===== src/rtl/ser_wrap.sv =====
module ser_wrap #(
  parameter int WORD_W = 10
) (
  input  logic              clk,
  input  logic              rst_n,
  input  logic [WORD_W-1:0] word_in,
  input  logic              loop_en,
  input  logic              line_rx_in,
  output logic              byte_stb,
  output logic              ser_out,
  output logic              wrap_out,
  output logic              rx_ser
);
  localparam int CNT_W = $clog2(WORD_W);
  localparam logic [CNT_W-1:0] LAST = CNT_W'(WORD_W - 1);

  logic [CNT_W-1:0]  bit_cnt;
  logic [WORD_W-1:0] shreg;
  logic              tx_q;

  always_ff @(posedge clk) begin
    if (!rst_n) begin
      bit_cnt <= '0;
      shreg   <= '1;
      tx_q    <= 1'b1;
    end else begin
      tx_q <= shreg[0];
      if (bit_cnt == LAST) begin
        bit_cnt <= '0;
        shreg   <= word_in;
      end else begin
        bit_cnt <= bit_cnt + 1'b1;
        shreg   <= {1'b1, shreg[WORD_W-1:1]};
      end
    end
  end

  assign byte_stb = rst_n && (bit_cnt == LAST);
  assign wrap_out = !rst_n || tx_q;
  assign ser_out  = loop_en || wrap_out;
  assign rx_ser   = loop_en ? wrap_out : line_rx_in;
endmodule



===== config.mk =====
export PLATFORM = sky130hd
export DESIGN_NAME = ser_wrap
export DESIGN_NICKNAME = d
export VERILOG_FILES = /design/src/rtl/ser_wrap.sv
export SDC_FILE = /design/constraint.sdc
export NUM_CORES = 1
export LEC_CHECK = 0
export BUFFER_PORTS_ARGS = -buffer_cell sky130_fd_sc_hd__buf_4
export CORE_UTILIZATION = 45
export CTS_BUF_LIST = sky130_fd_sc_hd__clkbuf_16
export DETAILED_ROUTE_END_ITERATION = 12
export PLACE_DENSITY_LB_ADDON = 0.2
export SYNTH_ARGS = -nofsm -noshare
export SYNTH_HDL_FRONTEND = slang
export SYNTH_SLANG_ARGS = --single-unit

===== constraint.sdc =====
create_clock -name clk -period 2.1 [get_ports clk]
set_clock_uncertainty 0.2 [all_clocks]
set_input_delay 0.105 -clock clk [delete_from_list [all_inputs] [get_ports clk]]
set_output_delay 0.105 -clock clk [all_outputs]
set_load 0.005 [all_outputs]

# --- After elaboration in Yosys (flattened, before gate mapping) ---
# Cells that the tools add are included.
totals:
  out_inout_bits: 4
  mem_bits_rw: 0
  ff_bits: 15
  n_memories: 0
  wordCells: 15
  mem_bits_ro: 0
  input_bits: 14
  latchBits: 0
classes:
  n_addsub: 1
  div: 0
  bitwise_logic: 1
  mul: 0
  shift: 0
  eq_ne: 1
  n_reduce_logical: 6
  n_lt_le_gt_ge: 0
  muxes: 2
op_table:
  columns: ["cell", "n"]
  rows:
  - ["2-to-1 mux 9 bit", 1]
  - ["adder 4 x 1 -> 4 bit (second input constant)", 1]
  - ["== test 4 bit (second input constant)", 1]
  - ["logical OR 1 bit", 2]
  - ["AND reduction 2 bit", 1]
  - ["OR reduction 2 bit", 1]
  - ["logical AND 1 bit", 1]
  - ["zero test 1 bit", 1]
  - ["2-to-1 mux 1 bit", 1]
  - ["inverter 1 bit", 1]

# --- Logic depth before layout (Yosys ltp) ---
depth:
  word_depth: 3
  ltp_mapped: 6
  mapped_depth_nobuf: 5

# --- Worst setup path after synthesis ---
# OpenSTA, ideal clock, no wires.
synth_timing:
  kind: "reg2reg"
  from: "register bit_cnt[1]"
  to: "register shreg[0]"
  arrival_ps: 1022
  slack_ps: 753
  required_time_ps: 1775
  n_path_buf: 1
  path_stages_with_launch: 7
  setup_time_ps: 125
  synth_period_minus_slack_ps: 1347
  path_cell_list: "dfxtp_1 > inv_1 > ha_1 > and3b_1 > buf_6 > nand2_1 > nand3_1"
synth_via:
  elab_chain_len: 2
synth_rtl:
  columns: ["element", "line_no", "source"]
  rows:
  - ["from (decl)", "17", "logic [CNT_W-1:0] bit_cnt;"]
  - ["from (signal assigned)", "32", "bit_cnt <= bit_cnt + 1'b1;"]
  - ["== test 4 bit", "28", "if (bit_cnt == LAST) begin"]
  - ["2-to-1 mux 9 bit", "28", null]
  - ["to (signal assigned)", "30", "shreg <= word_in;"]
  - ["to (signal assigned)", "33", "shreg <= {1'b1, shreg[WORD_W-1:1]};"]
  - ["to (decl)", "18", "logic [WORD_W-1:0] shreg;"]
# Every way passes these cells.
# A chain may end at the register's enable or synchronous reset.

# --- Worst setup path in the final report ---
layout_timing:
  from: "register bit_cnt[1]"
  to: "register shreg[6]"
# The elaborated chain is that of the path after synthesis.

==> summary.md <==
| Metric | Value |
|---|---|
| Grt total ovfl | 0 |
| Startpoint Class | register |
| Reg-to-reg critical path startpoint | bit_cnt[1]$_SDFF_PP0_ |
| Clk Tree Root Cell | clkbuf_16 |
| Endpoints failing setup | 0 |
| Crit path capture type | register |
| Crit Reg-Reg Endpoint | shreg[6]$_SDFF_PN1_ |
| Mapped Cells | 66 |
| Clock latency on the worst-skew pair | 250 ps |
| Final hold viol count | 0 |
| Synth top area share | 50.31% |
| DRC errors left | 0 |
| Setup WS post-layout | 49.94 ps |
| Antenna cells | 0 |
| Final period util | 97.62% |
| Global-route wire length before repair | 2470 um |
| Total CTS buffers | 3 |
| IO Port Bufs | 17 |
| Distinct cells, synth | 19 |
| Final net count | 125 |
| Post-synth EDFFs | 0 |
| Via density | 5.115 |
| Core area | 0.001171 mm^2 |
| Crit path DAT | 1980 ps |
| First-pass detailed-route iteration total | 4 |
| DR vias | 624 |
| WP data required | 2030 ps |
| Reg clk slew, reported paths | 50 ps |
| First DRT Iteration DRCs | 5 |
| Register share of total power | 40.8% |
| I/O Pins | 18 |
| Avg Synthesized Cell Area | 9.043 um^2 |
| Layout area overhead | 73.17% |
| Initial Util | 50.96% |
| Min cycle time layout | 2050 ps |
| Post-synth top cells | nand2_1 (19), dfxtp_1 (15), nand3_1 (10) |
| DP HPWL | 753.2 um |
| Antenna violations before repair | 0 |
| Slew @ Worst Pin | 165.9 ps |
| Drt total wl | 1598 um |
| Post-synth ARST share | 0% |
| Top_reg_cell synth | dfxtp_1 |
| Die W | 38.42 um |
| CTS tree | yes |
| Status | finished, final reports clean |
| Slew margin rel. | 88.92% |
| Cells along the critical path | inv_1 -> ha_2 -> and3b_2 -> buf_4 -> nand2_1 -> nand3_1 -> dlygate4sd3_1 |
| Dpl ws | 613.3 ps |
| CTS sink cnt | 15 |
| Buffers & Inverters on Critical Path | 3 |
| Register area share after synthesis | 50.31% |
| Max Cap Violations | 0 |
| Clk pwr share | 50.6% |
| Num rows | 12 |
| Hold Path Cell Cnt | 1 |
| Type of the most critical hold path | reg2reg |
| Post-synth design cell area | 596.8 um^2 |
| CTS H-tree lvls | 1 |
| Max VDD drop | 0.0007990 V |
| Wire per inst | 13.10 um |
| CTS Buffer Depth | 2 |
| Largest net degree at the start of global routing | 17 |
| Critical Path Source | bit_cnt[1]$_SDFF_PP0_ |
| Hold EP | tx_q$_SDFF_PN1_ |
| Comb power frac | 8.6% |
| Leak pwr | 0.0004559 uW |
| Final hold slack | 217.9 ps |
| Reg2reg setup slack | 50 ps |
| Slowest stage cell, crit path | dlygate4sd3_1 |
| Fmax | 487.8 MHz |
| Switching Share | 19.34% |
| Syn Nets | 82 |
| NetSw | 140.5 uW |
| #FFs+latches synth | 15 |
| P_int | 585.8 uW |
| Dominant cells by area after synthesis | dfxtp_1 (50%), nand2_1 (12%), nand3_1 (8.4%) |
| Routed Antenna Nets | 0 |
| Chip height | 38.42 um |
| Most common cell in the synthesized netlist | nand2_1 |
| R2R cell count | 7 |
| Share of cells above drive strength 1 | 28.70% |
| Yosys top cell by area | dfxtp_1 |
| CP top delay family | buffers and inverters |
| CP max stage delay | 570 ps |
| Filler cells | 61 |
| GRT Util Overall | 25.79% |
| Total Power | 726.3 uW |
| Hold_sp | shreg[0]$_SDFF_PN1_ |
| Critical Path Fanout Max | 9 |
| Crit Path Class | reg2reg |
| Final Max Slew Viols | 0 |
| Final GP Congestion | 0.6939 |
| Yosys warns | 0 |
| Die Area | 0.001476 mm^2 |
| Vias in the first global route | 610 |
| PD cells | 702.7 mW/mm^2 |
==> placed cells by master (no fill, tap or decap), drive strengths merged <==
cell,netlist,routed
or2,1,1
and3,1,1
nand3b,2,2
nand2,19,19
o21a,1,1
a21boi,1,1
dlygate4sd3,0,20
clkbuf,0,3
nand3,10,10
mux2,1,1
and3b,1,1
nand2b,4,4
nor2,1,1
nor3b,2,2
dfxtp,15,15
and2,1,1
buf,2,20
inv,1,2
or2b,1,1
ha,2,2
==> sequential cells by signal, indices dropped and copies added (netlist names) <==
register and count:
shreg 10, tx_q 1, bit_cnt 4
==> metrics by stage <==
stage / utilization [%] / cells / area [um^2] / TNS [ps]
CTS: 86.43 / 120 / 1012 / 0
global placement: 62.61 / 96 / 733.2 / 0
finish: 88.25 / 122 / 1033 / 0
global route: 88.25 / 122 / 1033 / -2.225
floorplan: - / 66 / 596.8 / 0
detailed placement: 62.61 / 96 / 733.2 / 0
==> worst max-delay path by stage <==
stage                     depth (start not counted)                   to
after floorplan                                   6  shreg[0]$_SDFF_PN1_
after global placement                            4  shreg[1]$_SDFF_PN1_
after detailed placement                          6  shreg[1]$_SDFF_PN1_
after CTS                                         7  shreg[1]$_SDFF_PN1_
after global routing                              7  shreg[6]$_SDFF_PN1_
final                                             7  shreg[6]$_SDFF_PN1_
==> cells by family (layout without fill, tap and decap cells) <==
logic type	count (synthesis)	count (layout)	synth area share, %
fa+ha+maj	2	2	4.192
flops	15	15	50.31
simple gates	43	43	37.74
buf+inv	3	45	3.353
compound gates	2	2	2.517
mux	1	1	1.887
==> layer usage <==
layer  share of wire, %  vias up  routed length [um]  track usage (%)
met4                5.9        0                  95            19.83
met5                  0        -                   0                0
met2                 50       24                 798            46.19
li1                   -      300                   -                -
met3                5.3       11                  84            8.721
met1                 39      289                 619            23.38
==> area by class of cell <==
| type | instances | area, um^2 | area share [%] |
|---|---|---|---|
| Inverter | 1 | 3.754 | 0.3632 |
| Sequential cell | 15 | 302.8 | 29.30 |
| Clock buffer | 3 | 75.07 | 7.264 |
| Multi-Input combinational cell | 48 | 280.3 | 27.12 |
| Tap cell | 14 | 17.52 | 1.695 |
| Timing Repair Buffer | 40 | 350.3 | 33.90 |
| Clock inverter | 1 | 3.754 | 0.3632 |
==> power groups by stage <==
stage / Sequential (uW) / Combinational (uW) / Clock, uW
2_1_floorplan: 300 / 18.8 / 0
3_3_place_gp: 301 / 41.5 / 0
3_5_place_dp: 301 / 41.8 / 0
4_1_cts: 296 / 58.9 / 364
5_1_grt: 297 / 66.9 / 380
6_report: 297 / 62.6 / 367
==> what timing repair did <==
| item | 4_1_cts | 5_1_grt |
|---|---|---|
| hold buffers | 20 | 0 |
| endpoints found under the hold margin | 12 | 0 |
| setup buffers | 0 | 2 |
| gates resized for setup | 0 | 4 |
| setup endpoints to repair | 0 | 9 |
No activity file was read; power rests on OpenSTA's default activity.
